`config.mk`:
```
export PLATFORM = sky130hd
export DESIGN_NAME = idxb_bridge
export DESIGN_NICKNAME = d
export VERILOG_FILES = /design/src/rtl/idxb_pkg.sv /design/src/rtl/idxb_regs.sv /design/src/rtl/idxb_seq.sv /design/src/rtl/idxb_irq.sv /design/src/rtl/idxb_bridge.sv
export SDC_FILE = /design/constraint.sdc
export NUM_CORES = 1
export LEC_CHECK = 0
export ABC_AREA = 1
export BUFFER_PORTS_ARGS = -buffer_cell sky130_fd_sc_hd__buf_4
export CAP_MARGIN = 15
export CORE_ASPECT_RATIO = 0.75
export CORE_MARGIN = 4
export CORE_UTILIZATION = 40
export CTS_CLUSTER_DIAMETER = 40
export DETAILED_ROUTE_END_ITERATION = 16
export HOLD_SLACK_MARGIN = 0.06
export SETUP_SLACK_MARGIN = 0.4
export SYNTH_ARGS = -nofsm -noshare
export SYNTH_HDL_FRONTEND = slang
export SYNTH_SLANG_ARGS = --single-unit
```
`constraint.sdc`:
```
create_clock -name clk -period 1.9 [get_ports clk]
set_clock_uncertainty 0.2 [all_clocks]
set_input_delay 0.38 -clock clk [delete_from_list [all_inputs] [get_ports clk]]
set_output_delay 0.38 -clock clk [all_outputs]
set_load 0.02 [all_outputs]
```
`src/rtl/idxb_pkg.sv`:
```
package idxb_pkg;
  localparam int HOST_AW = 5;
  localparam int BYTE_W  = 8;
  localparam int WORD_W  = 32;

  localparam logic [HOST_AW-1:0] OFS_ID  = 5'h00;
  localparam logic [HOST_AW-1:0] OFS_CTL = 5'h04;
  localparam logic [HOST_AW-1:0] OFS_LD  = 5'h08;
  localparam logic [HOST_AW-1:0] OFS_UD  = 5'h0C;
  localparam logic [HOST_AW-1:0] OFS_EN  = 5'h10;
  localparam logic [HOST_AW-1:0] OFS_FLG = 5'h14;

  localparam int BIT_BUSY = 31;
  localparam int BIT_SIZE = 25;
  localparam int BIT_DIR  = 24;
  localparam int LSB_BENH = 20;
  localparam int LSB_BENL = 16;

  localparam int NUM_IRQ = 2;

  typedef struct packed {
    logic              size;
    logic              dir;
    logic [3:0]        ben_hi;
    logic [3:0]        ben_lo;
    logic [BYTE_W-1:0] addr;
  } ctl_t;
endpackage

```
`src/rtl/idxb_regs.sv`:
```
module idxb_regs
  import idxb_pkg::*;
#(
  parameter logic [WORD_W-1:0] ID_VALUE = 32'h1D0B_0001
) (
  input  logic                clk,
  input  logic                rst_n,
  input  logic                hst_en,
  input  logic                hst_we,
  input  logic [HOST_AW-1:0]  hst_addr,
  input  logic [WORD_W-1:0]   hst_wdata,
  output logic [WORD_W-1:0]   hst_rdata,
  input  logic                busy,
  input  logic                cap_en,
  input  logic [BYTE_W-1:0]   cap_byte,
  input  logic [NUM_IRQ-1:0]  flg,
  input  logic [NUM_IRQ-1:0]  ien,
  output ctl_t                ctl,
  output logic [WORD_W-1:0]   ldata,
  output logic                start_rd,
  output logic                start_wr,
  output logic                wr_en_reg,
  output logic                wr_flg_reg
);
  logic        host_wr;
  logic        wr_ctl, wr_ld, wr_ud;
  logic        armed;
  logic [WORD_W-1:0] udata;

  assign host_wr    = hst_en & hst_we;
  assign wr_ctl     = host_wr & (hst_addr == OFS_CTL) & ~busy;
  assign wr_ld      = host_wr & (hst_addr == OFS_LD)  & ~busy;
  assign wr_ud      = host_wr & (hst_addr == OFS_UD);
  assign wr_en_reg  = host_wr & (hst_addr == OFS_EN);
  assign wr_flg_reg = host_wr & (hst_addr == OFS_FLG);

  assign start_rd = wr_ctl & hst_wdata[BIT_DIR];
  assign start_wr = wr_ld & armed;

  always_ff @(posedge clk or negedge rst_n) begin
    if (!rst_n) begin
      ctl <= '0;
    end else if (wr_ctl) begin
      ctl.size   <= hst_wdata[BIT_SIZE];
      ctl.dir    <= hst_wdata[BIT_DIR];
      ctl.ben_hi <= hst_wdata[LSB_BENH +: 4];
      ctl.ben_lo <= hst_wdata[LSB_BENL +: 4];
      ctl.addr   <= hst_wdata[BYTE_W-1:0];
    end
  end

  always_ff @(posedge clk or negedge rst_n) begin
    if (!rst_n) begin
      armed <= 1'b0;
    end else if (wr_ctl) begin
      armed <= ~hst_wdata[BIT_DIR];
    end else if (start_wr) begin
      armed <= 1'b0;
    end
  end

  always_ff @(posedge clk or negedge rst_n) begin
    if (!rst_n) begin
      ldata <= '0;
    end else if (cap_en) begin
      ldata <= {{(WORD_W-BYTE_W){1'b0}}, cap_byte};
    end else if (wr_ld) begin
      ldata <= hst_wdata;
    end
  end

  always_ff @(posedge clk or negedge rst_n) begin
    if (!rst_n) begin
      udata <= '0;
    end else if (wr_ud) begin
      udata <= hst_wdata;
    end
  end

  always_comb begin
    hst_rdata = '0;
    unique case (hst_addr)
      OFS_ID:  hst_rdata = ID_VALUE;
      OFS_CTL: begin
        hst_rdata[BIT_BUSY]           = busy;
        hst_rdata[BIT_SIZE]           = ctl.size;
        hst_rdata[BIT_DIR]            = ctl.dir;
        hst_rdata[LSB_BENH +: 4]      = ctl.ben_hi;
        hst_rdata[LSB_BENL +: 4]      = ctl.ben_lo;
        hst_rdata[BYTE_W-1:0]         = ctl.addr;
      end
      OFS_LD:  hst_rdata = ldata;
      OFS_UD:  hst_rdata = udata;
      OFS_EN:  hst_rdata[NUM_IRQ-1:0] = ien;
      OFS_FLG: hst_rdata[NUM_IRQ-1:0] = flg;
      default: hst_rdata = '0;
    endcase
  end
endmodule

```
`src/rtl/idxb_seq.sv`:
```
module idxb_seq
  import idxb_pkg::*;
#(
  parameter int XFER_CYC = 4
) (
  input  logic              clk,
  input  logic              rst_n,
  input  logic              start_rd,
  input  logic              start_wr,
  input  logic              strobe_ok,
  input  logic [BYTE_W-1:0] be_rdata,
  output logic              busy,
  output logic              be_rd,
  output logic              be_wr,
  output logic              cap_en,
  output logic [BYTE_W-1:0] cap_byte,
  output logic              done
);
  localparam int CNT_W = (XFER_CYC > 2) ? $clog2(XFER_CYC) : 1;
  localparam logic [CNT_W-1:0] CNT_LOAD = CNT_W'(XFER_CYC - 1);

  logic [CNT_W-1:0] cnt;
  logic             op_rd;
  logic             op_strb;
  logic             last;

  assign last = busy & (cnt == '0);

  always_ff @(posedge clk or negedge rst_n) begin
    if (!rst_n) begin
      busy    <= 1'b0;
      cnt     <= '0;
      op_rd   <= 1'b0;
      op_strb <= 1'b0;
    end else if (!busy && (start_rd || start_wr)) begin
      busy    <= 1'b1;
      cnt     <= CNT_LOAD;
      op_rd   <= start_rd;
      op_strb <= start_rd | strobe_ok;
    end else if (busy) begin
      if (last) begin
        busy <= 1'b0;
      end else begin
        cnt <= cnt - 1'b1;
      end
    end
  end

  assign be_rd    = busy & op_rd;
  assign be_wr    = busy & ~op_rd & op_strb;
  assign cap_en   = last & op_rd;
  assign cap_byte = be_rdata;
  assign done     = last;
endmodule

```
`src/rtl/idxb_irq.sv`:
```
module idxb_irq
  import idxb_pkg::*;
(
  input  logic               clk,
  input  logic               rst_n,
  input  logic               sub_irq,
  input  logic               done,
  input  logic               wr_en_reg,
  input  logic               wr_flg_reg,
  input  logic [NUM_IRQ-1:0] wbits,
  output logic [NUM_IRQ-1:0] flg,
  output logic [NUM_IRQ-1:0] ien,
  output logic               irq_out
);
  logic [NUM_IRQ-1:0] set_vec;
  logic [NUM_IRQ-1:0] clr_vec;

  assign set_vec = {sub_irq, done};
  assign clr_vec = wr_flg_reg ? wbits : '0;

  for (genvar i = 0; i < NUM_IRQ; i++) begin : g_flag
    always_ff @(posedge clk or negedge rst_n) begin
      if (!rst_n) begin
        flg[i] <= 1'b0;
      end else if (set_vec[i]) begin
        flg[i] <= 1'b1;
      end else if (clr_vec[i]) begin
        flg[i] <= 1'b0;
      end
    end
  end

  always_ff @(posedge clk or negedge rst_n) begin
    if (!rst_n) begin
      ien <= '0;
    end else if (wr_en_reg) begin
      ien <= wbits;
    end
  end

  assign irq_out = |(flg & ien);
endmodule

```
`src/rtl/idxb_bridge.sv`:
```
module idxb_bridge
  import idxb_pkg::*;
#(
  parameter int                XFER_CYC = 4,
  parameter logic [31:0]       ID_VALUE = 32'h1D0B_0001
) (
  input  logic        clk,
  input  logic        rst_n,
  input  logic        hst_en,
  input  logic        hst_we,
  input  logic [4:0]  hst_addr,
  input  logic [31:0] hst_wdata,
  output logic [31:0] hst_rdata,
  output logic [7:0]  be_addr,
  output logic [7:0]  be_wdata,
  output logic        be_wr,
  output logic        be_rd,
  input  logic [7:0]  be_rdata,
  input  logic        sub_irq,
  output logic        irq_out
);
  ctl_t               ctl;
  logic [WORD_W-1:0]  ldata;
  logic               busy;
  logic               start_rd, start_wr;
  logic               cap_en, done;
  logic [BYTE_W-1:0]  cap_byte;
  logic               wr_en_reg, wr_flg_reg;
  logic [NUM_IRQ-1:0] int_flg, int_en;

  idxb_regs #(.ID_VALUE(ID_VALUE)) u_regs (
    .clk(clk), .rst_n(rst_n),
    .hst_en(hst_en), .hst_we(hst_we), .hst_addr(hst_addr),
    .hst_wdata(hst_wdata), .hst_rdata(hst_rdata),
    .busy(busy), .cap_en(cap_en), .cap_byte(cap_byte),
    .flg(int_flg), .ien(int_en),
    .ctl(ctl), .ldata(ldata),
    .start_rd(start_rd), .start_wr(start_wr),
    .wr_en_reg(wr_en_reg), .wr_flg_reg(wr_flg_reg)
  );

  idxb_seq #(.XFER_CYC(XFER_CYC)) u_seq (
    .clk(clk), .rst_n(rst_n),
    .start_rd(start_rd), .start_wr(start_wr),
    .strobe_ok(ctl.ben_lo[0]), .be_rdata(be_rdata),
    .busy(busy), .be_rd(be_rd), .be_wr(be_wr),
    .cap_en(cap_en), .cap_byte(cap_byte), .done(done)
  );

  idxb_irq u_irq (
    .clk(clk), .rst_n(rst_n),
    .sub_irq(sub_irq), .done(done),
    .wr_en_reg(wr_en_reg), .wr_flg_reg(wr_flg_reg),
    .wbits(hst_wdata[NUM_IRQ-1:0]),
    .flg(int_flg), .ien(int_en), .irq_out(irq_out)
  );

  assign be_addr  = ctl.addr;
  assign be_wdata = ldata[BYTE_W-1:0];
endmodule

```
==> flow_summary.ini, run 1 <==
[timing]
worst_slew_margin_rel_pct = 70.37
timing.final.setup_violations = 32
postLayoutSetupSlackWorst_ps = -122.7
unrepaired_setup_endpoints_after_global_routing = true
transition_time_of_the_tightest_slew_check_pin_ps = 444.5
max_freq_ghz = 0.4944
timing.final.max_slew_violations = 0
hold_violations = 0
min_period_over_period_pct = 106.5
finalWorstPathRequiredPeriod_ps = 2023

[critical_path]
arrival_time_at_the_worst_endpoint_ps = 1440
reg2reg_from = u_seq.cnt[0]$_DFFE_PN0P_
r2r_end = u_regs.ldata[1]$_DFFE_PN0P_
crit_chain = buf_4 > inv_1 > nand2_2 > nor2_4 > buf_12 > buf_12 > buf_16 > a22o_4 > buf_6
kind_of_end_point_of_the_critical_path = primary output
critical-path-top-cell-by-count = sky130_fd_sc_hd__buf_12
cp-endpoint = hst_rdata[14]
timing.critical_path.from_type = primary input
cp.required_ps = 1320
r2r_setup_slk_ps = 130
critical_path.max_stage_delay_ps = 250
crit_cells = 9
r2r.worst_path.cells = 7
timing.critical_path.max_delay_family = buffers and inverters
timing.setup.critical_path_class = in2out
critical_path_buf_inv_count = 6
timing.critical_path.fanout_max = 6
cpMaxStageDelayCell = sky130_fd_sc_hd__a22o_4
critical_path.startpoint = hst_addr[2]

[power_and_ir_drop]
power_report.internal_total_mw = 4.207
vdd_ir_drop_max_uv = 526.3
p_sw_share_pct = 29.68
share_comb_of_total_power_pct = 23.7
power.total_mw = 5.983
powerDensity_nw_per_um2 = 792.4
switching_power_mw = 1.776
power.share.clock_pct = 33.1
power.leakage_nw = 3.915
sequential_power_share_pct = 43.1

[global_routing]
grt_overflow_total = 0
first_global_vias = 4194
antenna_found_initial = 0
globalRouteTotalUtil_pct = 20.11
grt_first_pass_wirelength_mm = 21.72
grt_max_degree = 35

[synthesis]
largest_cells_by_area_after_synthesis = sky130_fd_sc_hd__dfrtp_1, sky130_fd_sc_hd__nand2_1, sky130_fd_sc_hd__o21ai_2
synth.net_count = 585
synth_warnings = 0
mapped_area_sq_um = 4701
ys_seq_area_share_pct = 48.98
post_synthesis_sequential_element_count = 92
synth_top_area_share_pct = 48.98
synthCells = 534
postSynthAreaPerCell_sq_um = 8.803
synth.lib_cells_used.distinct = 23
yosys.area.top_type = sky130_fd_sc_hd__dfrtp_1

[route]
drt.antenna.violating_nets = 0
first_pass_iters = 4
drt-initial-drc-count = 213
wire_per_inst_um = 17.33
drt-total-wl_mm = 14.49
via_count = 4260
post_route_drc_violation_count = 0
post_drt_via_cell_ratio = 5.096

[clocking]
htree_num_levels = 3
clock-sinks = 92
clk_pin_slew_ps = 70
source_to_sink_clock_delay_at_the_later_pin_of_the_worst_skew_pair_ps = 340
number_of_buffers_created_by_cts = 9
tritoncts = done
ctsLongestPathBuffers = 2
cts_root_buf = sky130_fd_sc_hd__clkbuf_16

[final_layout]
antennaDiodeCount = 0
area_growth_pct = 60.61
layout_commonest_cell = sky130_fd_sc_hd__nand2_1
layout.nets = 725
final_layout_size_suffix_gt1_share_pct = 55.23
mostFrequentLayoutCells = sky130_fd_sc_hd__nand2_1, sky130_fd_sc_hd__buf_4, sky130_fd_sc_hd__dfrtp_1

[placement]
io_buffer_count = 100
detailedPlace.worstSlack_ps = -168.3
detailed_place_hpwl_mm = 8.745
gp_congestion = 0.8220

[floorplan]
fp-row-count = 33
top_level_pins = 101
initial_core_util_pct = 42.01
floorplan.core_area_sq_um = 11190
die_height_um = 101.9
die_w_um = 133.2
die_area_sq_um = 13570

[min_path]
timing.hold.worst.class = in2reg

[status]
status = finished, violations left
failed_checks = setup timing

[flow_run]
max_cap_violations = 0
## synthesized netlist by cell type (all sizes together)
cell type  number
a21boi          1
a22o           11
buf            43
dfrtp          92
ha              1
inv            54
nand2         165
nand3          60
nand4           8
nor2           13
o211ai          3
o21ai          83
## final cells by class
| cell class | instances | area, sq um |
|---|---|---|
| fillers | 860 | 3640 |
| multi-input cells | 346 | 2559 |
| flip-flops and latches | 92 | 2316 |
| repair buffers | 171 | 1929 |
| clock buffers | 13 | 260.3 |
| inverters | 54 | 220.2 |
| well taps | 157 | 196.4 |
| clock inverters | 3 | 68.82 |
## power by group through the flow
stage,Clock [mW],Sequential (mW),Combinational (mW)
2_1_floorplan,0,2.45,0.783
3_3_place_gp,0,2.51,1.06
3_5_place_dp,0,2.53,1.09
4_1_cts,2.02,2.53,1.26
5_1_grt,2.09,2.62,1.54
6_report,1.98,2.58,1.42
## timing repair
item / 4_1_cts / 5_1_grt
setup buffers: 18 / 11
setup endpoints to repair: 83 / 108
hold buffers: 2 / 0
resized for setup: 124 / 98
pin swaps: 23 / 14
gates cloned: 5 / 6
endpoints found under the hold margin: 27 / 0
## per-stage QoR
stage	hold slack, ps	setup TNS (ps)	std cells	cell area [sq um]	utilization [%]
4_1_cts	79.43	-2689	819	6943	62.05
2_1_floorplan	-115.6	0	534	4943	-
3_3_place_gp	149.4	-2529	778	5868	52.44
5_1_grt	108.1	-3718	836	7550	67.47
3_5_place_dp	155.8	-3034	778	5868	52.44
6_report	86.82	-2246	836	7550	67.47
## kinds of logic (layout without fill, tap and decap cells)
group	Yosys count	after routing	synth area share, %
compound gates	98	98	15.28
buf+inv	97	241	12.14
simple gates	246	247	23.34
flops	92	92	48.98
fa+ha+maj	1	1	0.2661
## routing by layer
metal / vias to the layer above / wire length [um] / track usage (%)
met5: - / 0 / 0
met2: 101 / 7013 / 33.19
li1: 2018 / - / -
met1: 2129 / 6707 / 27.34
met4: 0 / 141 / 4.822
met3: 12 / 625 / 4.675
## sequential cells by signal, indices dropped and copies added (netlist names)
| name | flops |
|---|---|
| u_regs.ldata | 32 |
| u_regs.udata | 32 |
| u_regs.ctl | 18 |
| u_irq.flg | 2 |
| u_irq.ien | 2 |
| u_seq.cnt | 2 |
| u_regs.armed | 1 |
| u_seq.busy | 1 |
| u_seq.op_rd | 1 |
| u_seq.op_strb | 1 |
## tightest hold or removal path: cells and delay by family
family        cells  cell delay [ps]
simple gates      2              140
buf+inv           1               80
## how the worst min path moves through the flow
stage / cells after the start / slack (ps) / end / start
global placement: 1 / 150 / u_regs.udata[24]$_DFFE_PN0P_ / rst_n
CTS: 3 / 80 / u_regs.ldata[7]$_DFFE_PN0P_ / be_rdata[7]
global route: 3 / 110 / u_regs.ldata[7]$_DFFE_PN0P_ / be_rdata[7]
floorplan: 0 / -120 / u_irq.flg[0]$_DFFE_PN0P_ / rst_n
finish: 3 / 90 / u_regs.ldata[7]$_DFFE_PN0P_ / be_rdata[7]
detailed placement: 1 / 160 / u_regs.ctl[8]$_DFFE_PN0N_ / rst_n
Note: power is estimated with default switching activity, not from simulation.
==> run 2, diff against run 1 <==
--- a/config.mk
+++ b/config.mk
@@ -12,8 +12,10 @@
 export CORE_MARGIN = 4
 export CORE_UTILIZATION = 40
 export CTS_CLUSTER_DIAMETER = 40
+export CTS_CLUSTER_SIZE = 28
 export DETAILED_ROUTE_END_ITERATION = 16
 export HOLD_SLACK_MARGIN = 0.06
+export PLACE_DENSITY = 0.71
 export SETUP_SLACK_MARGIN = 0.4
 export SYNTH_ARGS = -nofsm -noshare
 export SYNTH_HDL_FRONTEND = slang
==> run 2 against run 1 <==
The run still ends with setup timing left. Critical path depth decreased by 1. Worst hold slack improved by 6.2 ps. Core utilization increased by 2.9 points. Die area unchanged. Sequential share of layout area decreased by 1.3 points. Flip-flop and latch count unchanged. Global-route usage increased by 1.5 points. Register-to-register slack got worse by 50 ps. Cell count increased by 0.84%. Critical endpoint is now hst_rdata[4]. Largest power group unchanged. Highest routed layer unchanged.
==> flow_summary.ini, run 2 (synthesis gave the netlist of run 1 again) <==
[clocking]
tritoncts = done
ctsLongestPathBuffers = 2
source_to_sink_clock_delay_at_the_later_pin_of_the_worst_skew_pair_ps = 340
htree_num_levels = 3
clk_pin_slew_ps = 60
cts_root_buf = sky130_fd_sc_hd__clkbuf_16
clock-sinks = 92
number_of_buffers_created_by_cts = 9

[floorplan]
die_height_um = 101.9
top_level_pins = 101
initial_core_util_pct = 42.01
floorplan.core_area_sq_um = 11190
die_w_um = 133.2
fp-row-count = 33
die_area_sq_um = 13570

[global_routing]
globalRouteTotalUtil_pct = 21.62
antenna_found_initial = 0
grt_max_degree = 85
grt_overflow_total = 0
grt_first_pass_wirelength_mm = 23.20
first_global_vias = 4481

[timing]
timing.final.max_slew_violations = 0
finalWorstPathRequiredPeriod_ps = 2058
worst_slew_margin_rel_pct = 68.93
max_freq_ghz = 0.4859
timing.final.setup_violations = 32
unrepaired_setup_endpoints_after_global_routing = true
transition_time_of_the_tightest_slew_check_pin_ps = 466.1
hold_violations = 0
min_period_over_period_pct = 108.3
postLayoutSetupSlackWorst_ps = -158.0

[placement]
io_buffer_count = 100
post-place-cells = 777
postPlaceCellArea_sq_um = 5848
detailedPlace.worstSlack_ps = -164.3
gp_congestion = 0.8415
detailed_place_hpwl_mm = 8.667

[route]
drt.antenna.violating_nets = 0
first_pass_iters = 4
via_count = 4410
drt-initial-drc-count = 323
wire_per_inst_um = 19.22
post_route_drc_violation_count = 0
post_drt_via_cell_ratio = 5.231
drt-total-wl_mm = 16.20

[critical_path]
cp.required_ps = 1320
arrival_time_at_the_worst_endpoint_ps = 1480
timing.setup.critical_path_class = in2out
kind_of_end_point_of_the_critical_path = primary output
timing.critical_path.fanout_max = 20
timing.critical_path.from_type = primary input

[power_and_ir_drop]
power.leakage_nw = 3.935
powerDensity_nw_per_um2 = 770.2
vdd_ir_drop_max_uv = 555.5

[status]
status = finished, violations left
failed_checks = setup timing

[final_layout]
mostFrequentLayoutCells = sky130_fd_sc_hd__buf_4, sky130_fd_sc_hd__nand2_1, sky130_fd_sc_hd__dfrtp_1
final.fill_count = 751
antennaDiodeCount = 0
layout.nets = 732
area_growth_pct = 67.53
biggestRegsByFlops = u_regs.ldata: 32 flops, u_regs.udata: 32 flops, u_regs.ctl: 18 flops
layout_cells_excl_fill = 843
final_layout_size_suffix_gt1_share_pct = 59.77
layout.cell_area.non_filler_sq_um = 7875
layout_commonest_cell = sky130_fd_sc_hd__buf_4

[flow_run]
max_cap_violations = 0

[min_path]
timing.hold.worst.class = in2reg
run 2: cell count changes in the layout (fill, tap and decap cells not counted), moves of 13 or more:
cell                      previous run  this run
sky130_fd_sc_hd__nand2_1           104        87
sky130_fd_sc_hd__o21ai_1            22         5
sky130_fd_sc_hd__buf_4              82        98
sky130_fd_sc_hd__nand2_4            31        57
sky130_fd_sc_hd__o21ai_2            57        70
sky130_fd_sc_hd__buf_6              56        38
run 2: worst paths after layout:
check,startpoint,end,slack [ps],cells past startpoint
worst max register to register,u_seq.busy$_DFF_PN0_,u_regs.ldata[22]$_DFFE_PN0P_,80,9
worst min register to register,u_regs.udata[0]$_DFFE_PN0P_,u_regs.udata[0]$_DFFE_PN0P_,300,2
min in group asynchronous,rst_n,u_regs.ldata[6]$_DFFE_PN0P_,200,2
worst max-delay path,hst_addr[1],hst_rdata[4],-160,8
max in group asynchronous,rst_n,u_seq.busy$_DFF_PN0_,580,3
worst min-delay path,be_rdata[4],u_regs.ldata[4]$_DFFE_PN0P_,90,3
run 2: layout make-up:
| type | count | area (sq um) | area share [%] |
|---|---|---|---|
| multi-input cells | 348 | 2808 | 35.65 |
| flip-flops and latches | 92 | 2316 | 29.41 |
| repair buffers | 176 | 2022 | 25.68 |
| clock buffers | 11 | 252.7 | 3.209 |
| inverters | 54 | 220.2 | 2.796 |
| well taps | 157 | 196.4 | 2.494 |
| clock inverters | 5 | 60.06 | 0.7626 |
run 2: timing repair:
action | in CTS | in global routing
cloned | 9 | 13
buffers inserted | 23 | 3
hold buffers | 2 | 0
gates resized for setup | 182 | 75
pin swaps | 47 | 23
setup endpoints to repair | 81 | 134
hold endpoints to repair | 93 | 0
run 2: per-layer routing:
layer	GRT usage, %	wire (um)
met1	27.93	6630
met2	36.82	8223
met3	4.774	978
met5	0	0
met4	7.036	367
run 2: worst max-delay path: stages:
cell,delay (ps)
sky130_fd_sc_hd__buf_8,100
sky130_fd_sc_hd__nor2_4,130
sky130_fd_sc_hd__nand2_1,150
sky130_fd_sc_hd__nor2_4,160
sky130_fd_sc_hd__buf_12,200
sky130_fd_sc_hd__nand2_1,110
sky130_fd_sc_hd__nand3_4,90
sky130_fd_sc_hd__buf_4,140
run 2: per-stage QoR:
stage | power [mW] | utilization [%] | setup TNS, ps | hold slack [ps]
final | 6.066 | 70.38 | -3095 | 93.06
after global routing | 6.322 | 70.38 | -5031 | 104.4
after CTS | 5.889 | 65.24 | -2557 | 95.91
after detailed placement | 3.617 | 52.26 | -2853 | 19.42
after global placement | 3.568 | 52.26 | -2350 | 15.97
after floorplan | 3.235 | - | 0 | -115.6
run 2: report_power, final:
part	switching, mW	internal, mW
Combinational	0.795	0.802
Clock	0.768	1.09
Sequential	0.327	2.28
